===== src/rtl/bfd_pkg.sv =====
// bfd_pkg
// Shared types for the bus access fault decoder: cause codes, the region
// hit vector and a range helper. Assumes a 32-bit byte address.
package bfd_pkg;

    localparam int AW = 32;

    // Fault cause codes; lower nonzero value wins when several apply.
    typedef enum logic [2:0] {
        CAUSE_NONE         = 3'd0,
        CAUSE_UNMAPPED     = 3'd1,
        CAUSE_SLOT_EMPTY   = 3'd2,
        CAUSE_FETCH_PERIPH = 3'd3,
        CAUSE_FLASH_WRITE  = 3'd4
    } fault_cause_e;

    // One flag per implemented region.
    typedef struct packed {
        logic flash;
        logic special;
        logic sram;
        logic boot;
        logic ext;
        logic apb;
        logic ahb;
    } region_hit_t;

    // True when addr lies in [base, base+bytes).
    function automatic logic in_range(input logic [AW-1:0] addr,
                                      input logic [AW-1:0] base,
                                      input logic [AW-1:0] bytes);
        logic [AW-1:0] off;
        off = addr - base;
        return (addr >= base) && (off < bytes);
    endfunction

endpackage


===== src/rtl/bfd_region_decode.sv =====
// bfd_region_decode
// Sorts a byte address into the implemented regions. Purely combinational.
// Assumes regions do not overlap and peripheral regions are aligned to
// their own size (a power of two).
module bfd_region_decode
    import bfd_pkg::*;
#(
    parameter logic [AW-1:0] FLASH_BYTES   = 32'h0008_0000,
    parameter logic [AW-1:0] SPECIAL_BASE  = 32'h3FFF_8000,
    parameter logic [AW-1:0] SPECIAL_BYTES = 32'h0000_8000,
    parameter logic [AW-1:0] SRAM_BASE     = 32'h4000_0000,
    parameter logic [AW-1:0] SRAM_BYTES    = 32'h0001_0000,
    parameter logic [AW-1:0] BOOT_BASE     = 32'h7FFF_E000,
    parameter logic [AW-1:0] BOOT_BYTES    = 32'h0000_2000,
    parameter bit            EXT_EN        = 1'b1,
    parameter logic [AW-1:0] EXT_BASE0     = 32'h8000_0000,
    parameter logic [AW-1:0] EXT_BASE1     = 32'h8100_0000,
    parameter logic [AW-1:0] EXT_BYTES     = 32'h0001_0000,
    parameter logic [AW-1:0] APB_BASE      = 32'hE000_0000,
    parameter logic [AW-1:0] AHB_BASE      = 32'hFFE0_0000,
    parameter int            PERIPH_LSB    = 21
) (
    input  logic [AW-1:0] addr,
    output region_hit_t   hit
);

    logic ext_hit;

    // External banks exist only when enabled by parameter.
    generate
        if (EXT_EN) begin : g_ext
            assign ext_hit = in_range(addr, EXT_BASE0, EXT_BYTES) ||
                             in_range(addr, EXT_BASE1, EXT_BYTES);
        end else begin : g_no_ext
            assign ext_hit = 1'b0;
        end
    endgenerate

    // Compare the address against every region window.
    always_comb begin
        hit.flash   = in_range(addr, '0, FLASH_BYTES);
        hit.special = in_range(addr, SPECIAL_BASE, SPECIAL_BYTES);
        hit.sram    = in_range(addr, SRAM_BASE, SRAM_BYTES);
        hit.boot    = in_range(addr, BOOT_BASE, BOOT_BYTES);
        hit.ext     = ext_hit;
        hit.apb     = (addr[AW-1:PERIPH_LSB] == APB_BASE[AW-1:PERIPH_LSB]);
        hit.ahb     = (addr[AW-1:PERIPH_LSB] == AHB_BASE[AW-1:PERIPH_LSB]);
    end

endmodule


===== src/rtl/bfd_slot_decode.sv =====
// bfd_slot_decode
// Turns a slot index into a one-hot select, masked by the slot map and by
// the region hit. Offsets inside a slot never reach this module, so any
// alias of an assigned slot selects that slot.
module bfd_slot_decode #(
    parameter int               NSLOT = 128,
    parameter logic [NSLOT-1:0] MAP   = '1,
    localparam int              IDX_W = $clog2(NSLOT)
) (
    input  logic             in_region,
    input  logic [IDX_W-1:0] idx,
    output logic [NSLOT-1:0] sel,
    output logic             assigned
);

    // One comparator per slot, present only for assigned slots.
    generate
        for (genvar i = 0; i < NSLOT; i++) begin : g_slot
            if (MAP[i]) begin : g_on
                assign sel[i] = in_region && (idx == IDX_W'(i));
            end else begin : g_off
                assign sel[i] = 1'b0;
            end
        end
    endgenerate

    // A hit in the region that selects nothing is an empty slot.
    assign assigned = |sel;

endmodule


===== src/rtl/bfd_fault_resolve.sv =====
// bfd_fault_resolve
// Ranks the fault causes for one request and registers the response.
// Assumes region hits and slot selects come from the same address phase.
module bfd_fault_resolve
    import bfd_pkg::*;
#(
    parameter int NSLOT = 128
) (
    input  logic             clk,
    input  logic             rst_n,
    input  logic             req_valid,
    input  logic             req_fetch,
    input  logic             req_write,
    input  region_hit_t      hit,
    input  logic             apb_assigned,
    input  logic             ahb_assigned,
    input  logic [NSLOT-1:0] apb_sel_in,
    input  logic [NSLOT-1:0] ahb_sel_in,
    output logic             rsp_valid,
    output logic             rsp_data_abort,
    output logic             rsp_fetch_abort,
    output fault_cause_e     rsp_cause,
    output logic [NSLOT-1:0] rsp_apb_sel,
    output logic [NSLOT-1:0] rsp_ahb_sel
);

    fault_cause_e cause_n;
    logic         any_hit;
    logic         periph;
    logic         slot_empty;

    // Pick the highest-ranked cause for the current request.
    always_comb begin
        any_hit    = |hit;
        periph     = hit.apb || hit.ahb;
        slot_empty = (hit.apb && !apb_assigned) || (hit.ahb && !ahb_assigned);
        if (!any_hit)
            cause_n = CAUSE_UNMAPPED;
        else if (slot_empty)
            cause_n = CAUSE_SLOT_EMPTY;
        else if (req_fetch && (periph || hit.special))
            cause_n = CAUSE_FETCH_PERIPH;
        else if (!req_fetch && req_write && hit.flash)
            cause_n = CAUSE_FLASH_WRITE;
        else
            cause_n = CAUSE_NONE;
    end

    // Register the response; idle cycles clear every output.
    always_ff @(posedge clk) begin
        if (!rst_n || !req_valid) begin
            rsp_valid       <= 1'b0;
            rsp_data_abort  <= 1'b0;
            rsp_fetch_abort <= 1'b0;
            rsp_cause       <= CAUSE_NONE;
            rsp_apb_sel     <= '0;
            rsp_ahb_sel     <= '0;
        end else begin
            rsp_valid       <= 1'b1;
            rsp_data_abort  <= (cause_n != CAUSE_NONE) && !req_fetch;
            rsp_fetch_abort <= (cause_n != CAUSE_NONE) && req_fetch;
            rsp_cause       <= cause_n;
            rsp_apb_sel     <= (cause_n == CAUSE_NONE) ? apb_sel_in : '0;
            rsp_ahb_sel     <= (cause_n == CAUSE_NONE) ? ahb_sel_in : '0;
        end
    end

endmodule


===== src/rtl/bus_fault_decoder.sv =====
// bus_fault_decoder
// Top of the bus access fault decoder. Classifies each address phase,
// refuses illegal accesses one cycle later and drives one-hot peripheral
// slot selects for legal ones. Assumes inputs are stable around the edge.
module bus_fault_decoder
    import bfd_pkg::*;
#(
    parameter logic [31:0]  FLASH_BYTES   = 32'h0008_0000,
    parameter logic [31:0]  SPECIAL_BASE  = 32'h3FFF_8000,
    parameter logic [31:0]  SRAM_BASE     = 32'h4000_0000,
    parameter logic [31:0]  SRAM_BYTES    = 32'h0001_0000,
    parameter logic [31:0]  BOOT_BYTES    = 32'h0000_2000,
    parameter bit           EXT_EN        = 1'b1,
    parameter logic [31:0]  EXT_BASE0     = 32'h8000_0000,
    parameter logic [31:0]  EXT_BASE1     = 32'h8100_0000,
    parameter logic [31:0]  EXT_BYTES     = 32'h0001_0000,
    parameter logic [31:0]  APB_BASE      = 32'hE000_0000,
    parameter logic [31:0]  AHB_BASE      = 32'hFFE0_0000,
    parameter logic [31:0]  PERIPH_BYTES  = 32'h0020_0000,
    parameter int           NSLOT         = 128,
    parameter logic [127:0] APB_MAP       = 128'h8000_0000_0000_0000_0000_000F_FC87_FFDF,
    parameter logic [127:0] AHB_MAP       = 128'h8000_0000_0000_0000_0000_0000_0000_001F
) (
    input  logic         clk,
    input  logic         rst_n,
    input  logic         req_valid,
    input  logic [31:0]  req_addr,
    input  logic         req_fetch,
    input  logic         req_write,
    output logic         rsp_valid,
    output logic         rsp_data_abort,
    output logic         rsp_fetch_abort,
    output logic [2:0]   rsp_cause,
    output logic [127:0] rsp_apb_sel,
    output logic [127:0] rsp_ahb_sel
);

    localparam int          PERIPH_LSB    = $clog2(PERIPH_BYTES);
    localparam int          IDX_W         = $clog2(NSLOT);
    localparam int          SLOT_LSB      = PERIPH_LSB - IDX_W;
    localparam logic [31:0] SPECIAL_BYTES = SRAM_BASE - SPECIAL_BASE;
    localparam logic [31:0] BOOT_BASE     = 32'h8000_0000 - BOOT_BYTES;

    region_hit_t      hit;
    logic [IDX_W-1:0] slot_idx;
    logic [NSLOT-1:0] apb_sel_c;
    logic [NSLOT-1:0] ahb_sel_c;
    logic             apb_assigned;
    logic             ahb_assigned;
    fault_cause_e     cause_q;

    assign slot_idx  = req_addr[SLOT_LSB +: IDX_W];
    assign rsp_cause = cause_q;

    bfd_region_decode #(
        .FLASH_BYTES  (FLASH_BYTES),
        .SPECIAL_BASE (SPECIAL_BASE),
        .SPECIAL_BYTES(SPECIAL_BYTES),
        .SRAM_BASE    (SRAM_BASE),
        .SRAM_BYTES   (SRAM_BYTES),
        .BOOT_BASE    (BOOT_BASE),
        .BOOT_BYTES   (BOOT_BYTES),
        .EXT_EN       (EXT_EN),
        .EXT_BASE0    (EXT_BASE0),
        .EXT_BASE1    (EXT_BASE1),
        .EXT_BYTES    (EXT_BYTES),
        .APB_BASE     (APB_BASE),
        .AHB_BASE     (AHB_BASE),
        .PERIPH_LSB   (PERIPH_LSB)
    ) u_region (
        .addr(req_addr),
        .hit (hit)
    );

    bfd_slot_decode #(
        .NSLOT(NSLOT),
        .MAP  (APB_MAP[NSLOT-1:0])
    ) u_apb_slots (
        .in_region(hit.apb),
        .idx      (slot_idx),
        .sel      (apb_sel_c),
        .assigned (apb_assigned)
    );

    bfd_slot_decode #(
        .NSLOT(NSLOT),
        .MAP  (AHB_MAP[NSLOT-1:0])
    ) u_ahb_slots (
        .in_region(hit.ahb),
        .idx      (slot_idx),
        .sel      (ahb_sel_c),
        .assigned (ahb_assigned)
    );

    bfd_fault_resolve #(
        .NSLOT(NSLOT)
    ) u_resolve (
        .clk            (clk),
        .rst_n          (rst_n),
        .req_valid      (req_valid),
        .req_fetch      (req_fetch),
        .req_write      (req_write),
        .hit            (hit),
        .apb_assigned   (apb_assigned),
        .ahb_assigned   (ahb_assigned),
        .apb_sel_in     (apb_sel_c),
        .ahb_sel_in     (ahb_sel_c),
        .rsp_valid      (rsp_valid),
        .rsp_data_abort (rsp_data_abort),
        .rsp_fetch_abort(rsp_fetch_abort),
        .rsp_cause      (cause_q),
        .rsp_apb_sel    (rsp_apb_sel),
        .rsp_ahb_sel    (rsp_ahb_sel)
    );

endmodule


===== config.mk =====
export PLATFORM = sky130hd
export DESIGN_NAME = bus_fault_decoder
export DESIGN_NICKNAME = d
export VERILOG_FILES = /design/src/rtl/bfd_pkg.sv /design/src/rtl/bfd_region_decode.sv /design/src/rtl/bfd_slot_decode.sv /design/src/rtl/bfd_fault_resolve.sv /design/src/rtl/bus_fault_decoder.sv
export SDC_FILE = /design/constraint.sdc
export NUM_CORES = 1
export LEC_CHECK = 0
export BUFFER_PORTS_ARGS = -buffer_cell sky130_fd_sc_hd__buf_4
export CORE_AREA = 2 2 116 118
export CTS_CLUSTER_DIAMETER = 40
export DETAILED_ROUTE_END_ITERATION = 6
export DIE_AREA = 0 0 118 120
export PLACE_DENSITY = 0.67
export SLEW_MARGIN = 20
export SYNTH_ARGS = -nofsm -noshare
export SYNTH_HDL_FRONTEND = slang
export SYNTH_SLANG_ARGS = --single-unit

===== constraint.sdc =====
create_clock -name clk -period 4.5 [get_ports clk]
set_input_delay 0.9 -clock clk [delete_from_list [all_inputs] [get_ports clk]]
set_output_delay 0.9 -clock clk [all_outputs]
set_load 0.005 [all_outputs]

# Word level (Yosys, flattened, before mapping)
# Cells that the tools add are included.
# totals
register_bits	262
input_bits	37
# classes
addsub	5
order_cmp	12
n_eq_ne	31
muxes	5
n_bitwise	1
n_reduce_logical	66
# op_table
cell	n
< comparator 32 x 17 -> 1 bit (second input constant)	3
== test 7 x 5 -> 1 bit (second input constant)	10
>= comparator 32 x 31 -> 1 bit (second input constant)	2
>= comparator 32 bit (second input constant)	2
subtractor 32 x 31 -> 32 bit (second input constant)	2
subtractor 32 bit (second input constant)	2
== test 7 x 4 -> 1 bit (second input constant)	8
logical AND 1 bit	49
>= comparator 32 x 1 -> 1 bit (second input constant)	1
>= comparator 32 x 30 -> 1 bit (second input constant)	1
< comparator 32 x 14 -> 1 bit (second input constant)	1
< comparator 32 x 16 -> 1 bit (second input constant)	1
< comparator 32 x 20 -> 1 bit (second input constant)	1
subtractor 32 x 30 -> 32 bit (second input constant)	1
OR reduction 30 bit	1
== test 7 x 6 -> 1 bit (second input constant)	4
== test 11 bit (second input constant)	2
== test 7 x 3 -> 1 bit (second input constant)	3
== test 7 x 2 -> 1 bit (second input constant)	2
2-to-1 mux 3 bit	4
== test 7 x 1 -> 1 bit (second input constant)	1
== test 7 bit (second input constant)	1
logical NOT 7 bit	1
OR reduction 7 bit	1
other kinds (8)	16

# Logic depth before layout (Yosys ltp)
# Gate-level depths: netlist of run 1.
# depth
ltp_word	11
ltp_mapped	9
depth_no_buf	8

# By module
# A second synthesis of run 1 with hierarchy kept.
# hier_totals
hier_cells	1337
area_unflattened_um2	11304.6
# modules_own_cells
mod	instances	cells_each	area_each_um2	seq_area_each_um2
bfd_fault_resolve	1	881	8175.3	5245.0
bfd_slot_decode at u_apb_slots	1	178	1164.9	0.0
bfd_slot_decode at u_ahb_slots	1	138	1019.7	0.0
bfd_region_decode	1	140	944.7	0.0

# Worst setup path before layout of run 1
# No wires, ideal clock.
# synth_timing
kind	input-to-reg
start	in req_addr[18]
end	reg u_resolve.rsp_cause[0]
setup_time_ps	123
t_arrival_ps	2633
path_slack_ps	1745
path_stages	8
path_cell_list	buf_4 > and4_1 > a211oi_2 > a41oi_1 > or4_1 > nor4_2 > or3b_1 > a21oi_1
# synth_via
elab_chain_len	8
# synth_lines
element	line_no	rtl
start, declared	bus_fault_decoder.sv:27	input logic [31:0] req_addr,
subtractor 32 x 30 -> 32 bit (tied with other cells)	bfd_pkg.sv:33	off = addr - base;
< comparator 32 x 16 -> 1 bit or logical AND 1 bit (tied branches)	bfd_pkg.sv:34, bfd_slot_decode.sv:20	
logical AND 1 bit (tied with other cells)	bfd_pkg.sv:34	return (addr >= base) && (off < bytes);
logical OR 1 bit or logical NOT 1 bit (tied branches)	bfd_fault_resolve.sv:41, bfd_fault_resolve.sv:36	
logical AND 1 bit, on equally long branches	bfd_fault_resolve.sv:41, bfd_fault_resolve.sv:36	
2-to-1 mux 3 bit or logical OR 1 bit (tied branches)	bfd_fault_resolve.sv:41, bfd_fault_resolve.sv:36	
2-to-1 mux 3 bit	bfd_fault_resolve.sv:39	else if (slot_empty)
2-to-1 mux 3 bit (*)	bfd_fault_resolve.sv:37	if (!any_hit)
end signal, assigned	bfd_fault_resolve.sv:62	rsp_cause <= cause_n;
end, declared	bfd_fault_resolve.sv:22	output fault_cause_e rsp_cause,
# Every way passes the cells marked *; elsewhere a longest branch is shown, timed or not.
# A chain may end at the register's enable or synchronous reset.

# Worst setup path after layout of run 1
# layout_timing
start	in req_addr[15]
end	reg u_resolve.rsp_cause[0]
# Same word-level chain as after synthesis.

==> results of run 1 <==
## layout make-up
cell class                      instances  share of cell area (%)
Clock buffer                            5                   3.133
Sequential cell                        42                   21.05
Timing Repair Buffer                   78                   14.66
Tap cell                              176                   5.514
Inverter                                8                  0.7519
Clock inverter                          3                   1.096
Multi-Input combinational cell        432                   53.79
## routing by layer
layer / part of all wire, % / up-vias / routed length, um / global-route usage (%)
li1: - / 1369 / - / -
met1: 40 / 1294 / 3278 / 12.99
met2: 49 / 165 / 3994 / 17.51
met3: 8.6 / 13 / 696 / 1.759
met4: 1.9 / 0 / 158 / 4.367
met5: 0 / - / 0 / 0
## final timing paths
check	to	slack (ns)	cells past startpoint
min	u_resolve.rsp_fetch_abort$_SDFF_PN0_	0.89	3
max	u_resolve.rsp_cause[0]$_SDFF_PN0_	1.60	8
## power groups by stage
stage / Clock (uW) / Combinational, uW / Sequential [uW]
floorplan: 0 / 247 / 382
global placement: 0 / 149 / 382
detailed placement: 0 / 150 / 382
CTS: 407 / 150 / 374
global route: 426 / 176 / 374
finish: 401 / 156 / 374
## synth_stat cells, types with 4 or more instances
| master | instances |
|---|---|
| sky130_fd_sc_hd__buf_4 | 224 |
| sky130_fd_sc_hd__dfxtp_1 | 42 |
| sky130_fd_sc_hd__nor2_1 | 41 |
| sky130_fd_sc_hd__nand2_1 | 17 |
| sky130_fd_sc_hd__nand3_1 | 16 |
| sky130_fd_sc_hd__nor3_1 | 16 |
| sky130_fd_sc_hd__a21oi_1 | 8 |
| sky130_fd_sc_hd__inv_1 | 8 |
| sky130_fd_sc_hd__nand4_1 | 7 |
| sky130_fd_sc_hd__nor4_1 | 7 |
| sky130_fd_sc_hd__o21ai_0 | 7 |
| sky130_fd_sc_hd__or4_1 | 7 |
| sky130_fd_sc_hd__and3_1 | 6 |
| sky130_fd_sc_hd__buf_6 | 6 |
| sky130_fd_sc_hd__clkbuf_1 | 5 |
| sky130_fd_sc_hd__buf_2 | 4 |
| sky130_fd_sc_hd__ha_1 | 4 |
| sky130_fd_sc_hd__mux2i_1 | 4 |
| sky130_fd_sc_hd__nand3b_1 | 4 |
| sky130_fd_sc_hd__or2_1 | 4 |
| sky130_fd_sc_hd__xor2_1 | 4 |
## cell families after synthesis
group	count (synthesis)	share of synthesized area, %
buffers and inverters	247	45.62
AND/OR/NAND/NOR	154	21.57
AO/OA/AOI/OAI	45	8.258
flip-flops	42	21.10
XOR/XNOR	5	1.099
adder cells (fa/ha/maj)	4	1.256
multiplexers	4	1.005
other	1	0.09410
## per-stage QoR
stage	cells	hold slack [ns]	util [%]
after floorplan	721	1.016	-
after global placement	736	1.180	29.47
after detailed placement	736	1.182	29.47
after CTS	744	0.8836	30.77
after global routing	744	0.9124	30.77
final	744	0.8899	30.77
## flip-flops by register name (all words and copies together) (netlist names)
name,count
u_resolve.rsp_fetch_abort,1
u_resolve.rsp_ahb_sel,6
u_resolve.rsp_apb_sel,30
u_resolve.rsp_cause,3
u_resolve.rsp_data_abort,1
u_resolve.rsp_valid,1
==> flow_summary.ini, run 1 <==
[yosys]
yosys_register_bits = 42
synth.area.top_cells = sky130_fd_sc_hd__buf_4 42%, sky130_fd_sc_hd__dfxtp_1 21%, sky130_fd_sc_hd__nor2_1 3.9%, sky130_fd_sc_hd__nand3_1 2.0%, sky130_fd_sc_hd__nor3_1 2.0%
edff_count_synth = 0
synth.cell_area_um2 = 3985
post-synth-top-area-fraction_pct = 42.20
ys_types = 63
synth_sequential_area_ratio_pct = 21.10
async_reset_ff_share_pct = 0
post_synth.cell_area_avg_um2 = 7.938
netlist_instances = 502
synth_area_leader_cell = sky130_fd_sc_hd__buf_4
yosysWarnings = 0
synth-main-ff-cell = sky130_fd_sc_hd__dfxtp_1

[pwr]
netSwitchingFraction_pct = 26.75
combinational_power_share_pct = 16.7
switchingPower_uw = 249.1
part_of_the_total_power_dissipated_in_sequential_elements_pct = 40.2
power.clock.fraction_pct = 43.1
power.leakage_uw = 0.001958
vdd_drop_max_v = 0.0001353
cellPowerDensity_nw_per_um2 = 233.1
post-layout-total-power_uw = 931.0
intPower_uw = 681.9

[cells_and_area]
layout.area.seq_um2 = 840.8
n_antenna_cell = 0
multi_input_gate_area_in_the_final_layout_um2 = 2148
final_cell_area_um2 = 3994
final_stage_net_count = 608
drive_gt1_share_pct = 17.96
flow.area_growth_from_synthesis_pct = 0.2198
layout_commonest_cell = sky130_fd_sc_hd__conb_1
final_cell_mix = 220 x sky130_fd_sc_hd__conb_1, 78 x sky130_fd_sc_hd__buf_4, 42 x sky130_fd_sc_hd__dfxtp_1, 41 x sky130_fd_sc_hd__nor2_1, 17 x sky130_fd_sc_hd__nand2_1
num-fill-cells = 1389

[clock_tree]
cts_made_buffers = 5
quantity_of_gates_resized_following_cts = 0
htree_num_levels = 2
numClockSinks = 42
postCtsSetupRepairBufs = 0
tritoncts = done
clock_tree.root_cell = sky130_fd_sc_hd__clkbuf_16
cts-root-to-sink-buffers = 2
cts_hold_fix_bufs = 0
clk_transition_reported_paths_ns = 0.06

[worst_setup_path]
crit_start = req_addr[15]
worstSetupStartpointType = input port
critical_path_buf_inv_count = 1
worstPathCellList = buf_4 > nand4_1 > nor4_1 > or4_1 > a221oi_1 > a41oi_1 > or3b_1 > a21oi_1
cp_top_family = simple AND/OR/NAND/NOR gates
timing_worst_setup_path_type = input port to flop
critical_path.slowest_cell = sky130_fd_sc_hd__nor4_1
max_stage_delay_ns = 0.63
worst_ep_required_time_ns = 4.71
cp-end-kind = flop
worstPathMaxFanout = 19
crit_arrival_ns = 3.11

[sta]
fmax_ghz = 0.3446
final.min_clock_period_ns = 2.902
final.setup.tns_ns = 0
final.setup.worst_slack_ns = 1.598
timing.final.setup_violations = 0
tightestPinTransition_ns = 0.6064
unrepaired_setup_endpoints_after_global_routing = no
post-route-period-util_pct = 64.48
maxSlewViolCount = 0
final-hold-violation-count = 0
max_slew_margin_pct = 59.20

[detailed_routing]
detail_route.wirelength_mm = 8.127
routed-via-count = 2841
post_drt_via_cell_ratio = 3.819
dr.pass1.iters = 4
detail_route.drc_violations = 0
detailedRoute.firstIterationViolations = 152
route.detailed.wl_per_inst_um = 10.92
detail-route-antenna-nets = 0

[placement]
pre_cts_slack_ns = 1.352
placed_area_um2 = 3825
hpwl_mm = 6.587
gp_congestion = 0.8670
port-buffer-count = 78

[global_routing]
gr-total-overflow = 0
grt_start_max_net_pins = 20
groute.usage.overall_pct = 10.35
initial_antenna_violation_count = 0
grt_pass1_vias = 2324
global_route_wire_length_before_repair_mm = 11.83

[floorplanning]
chipHeight_um = 120
core_um2 = 12980
floorplan.die_area_um2 = 14160
placement_rows = 42
ios = 299
die_width_um = 118
initial_core_utilization_pct = 30.70

[min_path]
hp-start = req_fetch
worstHoldPathType = input port to flop

[run]
maxCapViolations = 0

[status]
status = finished, final reports clean
No activity file was read; power rests on OpenSTA's default activity.
==> run 2: changes to the inputs <==
ABC_AREA = 1   (was not set)
PLACE_DENSITY = 0.74   (was 0.67)
clock period = 2.6 ns   (was 4.5 ns; I/O delays follow)
==> flow_summary.ini, run 2 <==
[placement]
port-buffer-count = 78
placed_area_um2 = 4642
hpwl_mm = 8.776
gp_congestion = 0.9124
pre_cts_slack_ns = -0.04358

[cells_and_area]
layout_commonest_cell = sky130_fd_sc_hd__conb_1
multi_input_gate_area_in_the_final_layout_um2 = 2486
num-fill-cells = 1406
layout.area.seq_um2 = 840.8
drive_gt1_share_pct = 21.83
flow.area_growth_from_synthesis_pct = 9.109
final_stage_net_count = 837
finalCoreUtilization_pct = 37.06
n_antenna_cell = 0
number_of_flip_flops_in_the_largest_register = 30
biggestRegsByFlops = u_resolve.rsp_apb_sel: 30 flops, u_resolve.rsp_ahb_sel: 6 flops, u_resolve.rsp_cause: 3 flops
final_cell_area_um2 = 4811
max_flop_register = u_resolve.rsp_apb_sel
final_cell_mix = 220 x sky130_fd_sc_hd__conb_1, 128 x sky130_fd_sc_hd__nand2_1, 116 x sky130_fd_sc_hd__buf_4, 96 x sky130_fd_sc_hd__nor2_1, 47 x sky130_fd_sc_hd__inv_1

[yosys]
synth.cell_area_um2 = 4409
ys_types = 27
synth_area_leader_cell = sky130_fd_sc_hd__buf_4
synth.area.top_cells = sky130_fd_sc_hd__buf_4 38%, sky130_fd_sc_hd__dfxtp_1 19%, sky130_fd_sc_hd__nand2_1 11%, sky130_fd_sc_hd__nor2_1 8.2%, sky130_fd_sc_hd__nand3_1 4.4%
post_synth.cell_area_avg_um2 = 6.484
edff_count_synth = 0
async_reset_ff_share_pct = 0
yosysWarnings = 0
synth_sequential_area_ratio_pct = 19.07
post-synth-top-area-fraction_pct = 37.97
netlist_instances = 680
synthMostInstantiatedCell = sky130_fd_sc_hd__buf_4
synth-main-ff-cell = sky130_fd_sc_hd__dfxtp_1
yosys_register_bits = 42
synth.cells.most_frequent = 223 x sky130_fd_sc_hd__buf_4, 128 x sky130_fd_sc_hd__nand2_1, 96 x sky130_fd_sc_hd__nor2_1

[run]
maxCapViolations = 0

[worst_setup_path]
timing_worst_setup_path_type = input port to flop
worstPathCellList = buf_4 > nor2_1 > nand3_1 > inv_2 > nand2_2 > nor2_2 > nand3_1 > nand3_1 > nor2_1 > a21boi_2 > nand2_1 > nor2_4 > nand2_2 > buf_12 > nor2_2
cp_top_family = simple AND/OR/NAND/NOR gates
worstPathMaxFanout = 15
critical_path_buf_inv_count = 3
max_stage_delay_ns = 0.21
worst_path_most_repeated_cell = sky130_fd_sc_hd__nand3_1
worstSetupStartpointType = input port
critical_path.slowest_cell = sky130_fd_sc_hd__a21boi_2
cp-end-kind = flop
crit_arrival_ns = 2.59
worst_ep_required_time_ns = 2.81

[sta]
post-route-period-util_pct = 91.19
maxSlewViolCount = 0
final.setup.worst_slack_ns = 0.2291
final.min_clock_period_ns = 2.371
final-hold-violation-count = 0
finalHoldWorstSlack_ns = 0.4230
timing.final.setup_violations = 0
unrepaired_setup_endpoints_after_global_routing = no
fmax_ghz = 0.4218

[global_routing]
groute.usage.overall_pct = 12.93
initial_antenna_violation_count = 0
grt_pass1_vias = 3117
gr-total-overflow = 0
grt_start_max_net_pins = 16
global_route_wire_length_before_repair_mm = 14.99

[clock_tree]
clock_tree.root_cell = sky130_fd_sc_hd__clkbuf_16
htree_num_levels = 2
numClockSinks = 42
tritoncts = done
cts-root-to-sink-buffers = 2
clk_transition_reported_paths_ns = 0.06
postCtsSetupRepairBufs = 0
cts_made_buffers = 5

[detailed_routing]
dr.pass1.iters = 4
post_drt_via_cell_ratio = 3.863
detailedRoute.firstIterationViolations = 211
routed-via-count = 3759
detail_route.drc_violations = 0
detail_route.wirelength_mm = 10.17
route.detailed.wl_per_inst_um = 10.46
detail-route-antenna-nets = 0

[floorplanning]
ios = 299
die_width_um = 118
core_um2 = 12980
initial_core_utilization_pct = 33.97
floorplan.die_area_um2 = 14160
chipHeight_um = 120
placement_rows = 42

[min_path]
worstHoldPathType = input port to flop

[pwr]
cellPowerDensity_nw_per_um2 = 325.9
post-layout-total-power_uw = 1568
power.leakage_uw = 0.002558
vdd_drop_max_v = 0.0002547

[status]
status = finished, final reports clean
[run 2: report_power, final]
group	switching, uW	internal [uW]	total [uW]	leakage, uW
Sequential	1.03	647	648	0.000339
Combinational	217	96.5	313	0.00215
Clock	228	379	607	0.0000729
[run 2: kinds of logic after synthesis]
| logic type | share of synthesized area [%] |
|---|---|
| simple gates | 32.95 |
| buf+inv | 43.59 |
| flops | 19.07 |
| compound gates | 2.384 |
| xor+xnor | 0.7945 |
| fa+ha+maj | 1.135 |
| other cells | 0.08505 |
[run 2: final cells by class]
cell class / count / area share, %
tap: 176 / 4.577
inverter: 59 / 4.603
sequential: 42 / 17.48
multi-input combinational: 571 / 51.68
timing repair buffer: 117 / 18.52
clock inverter: 2 / 0.2601
clock buffer: 6 / 2.887
[run 2: path summary, 6_finish.rpt]
path	startpoint	to	slack, ns	depth (start not counted)
hold / removal	req_fetch	u_resolve.rsp_data_abort$_SDFF_PN0_	0.42	2
setup / recovery	req_addr[25]	u_resolve.rsp_apb_sel[34]$_SDFF_PP0_	0.23	15
[run 2: metrics by stage]
step	TNS, ns	instances
finish	0	973
CTS	0	973
floorplan	0	899
global route	0	973
global placement	0	965
detailed placement	-0.2677	965
[run 2: per-layer routing]
layer / track usage (%) / routed length (um) / share of wire, %
met4: 3.840 / 164 / 1.6
met3: 1.806 / 867 / 8.5
met1: 15.71 / 4068 / 40
met5: 0 / 0 / 0
met2: 23.62 / 5073 / 50
[run 2: repair_timing]
item,4_1_cts,5_1_grt
gates resized for setup,0,3
hold buffers,0,0
endpoints found under the setup margin,0,1
==> run 3: changes to the inputs <==
ABC_AREA = 0   (was 1)
CORE_AREA = 2 2 117 119   (was 2 2 116 118)
DIE_AREA = 0 0 119 121   (was 0 0 118 120)
PLACE_DENSITY = 0.69   (was 0.74)
==> flow_summary.ini, run 3 (synthesized netlist as in run 1, its figures left out) <==
[status]
status = finished, final reports clean

[sta]
final-hold-violation-count = 0
final.min_clock_period_ns = 2.359
fmax_ghz = 0.4240
post-route-period-util_pct = 90.72
timing.final.setup_violations = 0
unrepaired_setup_endpoints_after_global_routing = no
final.setup.worst_slack_ns = 0.2414
maxSlewViolCount = 0
finalHoldWorstSlack_ns = 0.5104

[cells_and_area]
layout_commonest_cell = sky130_fd_sc_hd__conb_1
final_cell_mix = 220 x sky130_fd_sc_hd__conb_1, 113 x sky130_fd_sc_hd__buf_4, 42 x sky130_fd_sc_hd__dfxtp_1, 41 x sky130_fd_sc_hd__nor2_1, 17 x sky130_fd_sc_hd__nand2_1
max_flop_register = u_resolve.rsp_apb_sel
biggestRegsByFlops = u_resolve.rsp_apb_sel: 30 flops, u_resolve.rsp_ahb_sel: 6 flops, u_resolve.rsp_cause: 3 flops
number_of_flip_flops_in_the_largest_register = 30
final_cell_area_um2 = 4257
n_antenna_cell = 0
final_stage_net_count = 643
drive_gt1_share_pct = 22.72
flow.area_growth_from_synthesis_pct = 6.813
finalCoreUtilization_pct = 32.53

[detailed_routing]
route.detailed.wl_per_inst_um = 10.88
post_drt_via_cell_ratio = 3.864
dr.pass1.iters = 4
detail-route-antenna-nets = 0
detail_route.wirelength_mm = 8.477
routed-via-count = 3010
detailedRoute.firstIterationViolations = 167
detail_route.drc_violations = 0

[placement]
port-buffer-count = 78
placed_area_um2 = 4088
gp_congestion = 0.9089
pre_cts_slack_ns = -0.01757
hpwl_mm = 7.143

[clock_tree]
cts_made_buffers = 5
cts_hold_fix_bufs = 0
clock_tree.root_cell = sky130_fd_sc_hd__clkbuf_16
htree_num_levels = 2
clk_transition_reported_paths_ns = 0.06
postCtsSetupRepairBufs = 0
quantity_of_gates_resized_following_cts = 0
tritoncts = done
cts-root-to-sink-buffers = 2
numClockSinks = 42

[worst_setup_path]
worstPathMaxFanout = 4
worstSetupStartpointType = input port
crit_arrival_ns = 2.52
worst_ep_required_time_ns = 2.76
timing_worst_setup_path_type = input port to flop
cp-end-kind = flop
worstPathCellList = buf_4 > ha_1 > and3_1 > nor3_1 > a31oi_1 > or4_1 > nor4_2 > or3b_1 > a21oi_1
cp_top_family = simple AND/OR/NAND/NOR gates
critical_path_buf_inv_count = 1
critical_path.slowest_cell = sky130_fd_sc_hd__or4_1
max_stage_delay_ns = 0.54

[global_routing]
grt_pass1_vias = 2359
global_route_wire_length_before_repair_mm = 11.99
gr-total-overflow = 0
initial_antenna_violation_count = 0
groute.usage.overall_pct = 10.24
grt_start_max_net_pins = 15

[floorplanning]
chipHeight_um = 121
ios = 299
floorplan.die_area_um2 = 14400
placement_rows = 42
initial_core_utilization_pct = 30.46
core_um2 = 13090
die_width_um = 119

[pwr]
power.leakage_uw = 0.002122
vdd_drop_max_v = 0.0002301
cellPowerDensity_nw_per_um2 = 385.5
post-layout-total-power_uw = 1641

[run]
maxCapViolations = 0

[min_path]
worstHoldPathType = input port to flop
[run 3: changes by cell type in the layout (fill, tap and decap cells not counted), moves of 8 or more]
cell / previous run / this run
sky130_fd_sc_hd__nand4_1: 15 / 7
sky130_fd_sc_hd__inv_1: 47 / 8
sky130_fd_sc_hd__nand2_1: 128 / 17
sky130_fd_sc_hd__nor2_1: 96 / 41
sky130_fd_sc_hd__nand3_1: 38 / 16
sky130_fd_sc_hd__nor2_2: 21 / 0
sky130_fd_sc_hd__nor3_1: 4 / 16
sky130_fd_sc_hd__inv_2: 10 / 0
[run 3: metal layers]
layer	up-vias	part of all wire [%]	track usage, %
li1	1444	-	-
met5	-	0	0
met2	187	52	18.53
met4	0	1.6	3.423
met1	1368	37	12.28
met3	11	9.2	1.692
[run 3: final cells by class]
class                      instances  area (um2)
tap                              176       220.2
clock inverter                     3       43.79
inverter                           8       30.03
sequential                        42       840.8
multi-input combinational        432        2148
timing repair buffer             113       848.3
clock buffer                       5       125.1
fill                            1427        8828
[run 3: final timing paths]
path	startpoint	endpoint	slack, ns	cells past startpoint
worst max-delay path	req_addr[15]	u_resolve.rsp_cause[0]$_SDFF_PN0_	0.24	9
worst min-delay path	req_fetch	u_resolve.rsp_fetch_abort$_SDFF_PN0_	0.51	3
[run 3: where the power goes]
| part | internal [uW] | leakage [uW] | switching, uW |
|---|---|---|---|
| clock network | 454 | 0.0000842 | 242 |
| registers | 646 | 0.000339 | 0.794 |
| logic | 105 | 0.00170 | 194 |
| total | 1200 | 0.00212 | 436 |
[run 3: metrics by stage]
step           std cells  setup TNS (ns)
6_report             779               0
5_1_grt              779               0
4_1_cts              779               0
3_5_place_dp         771        -0.02879
3_3_place_gp         771               0
2_1_floorplan        721               0
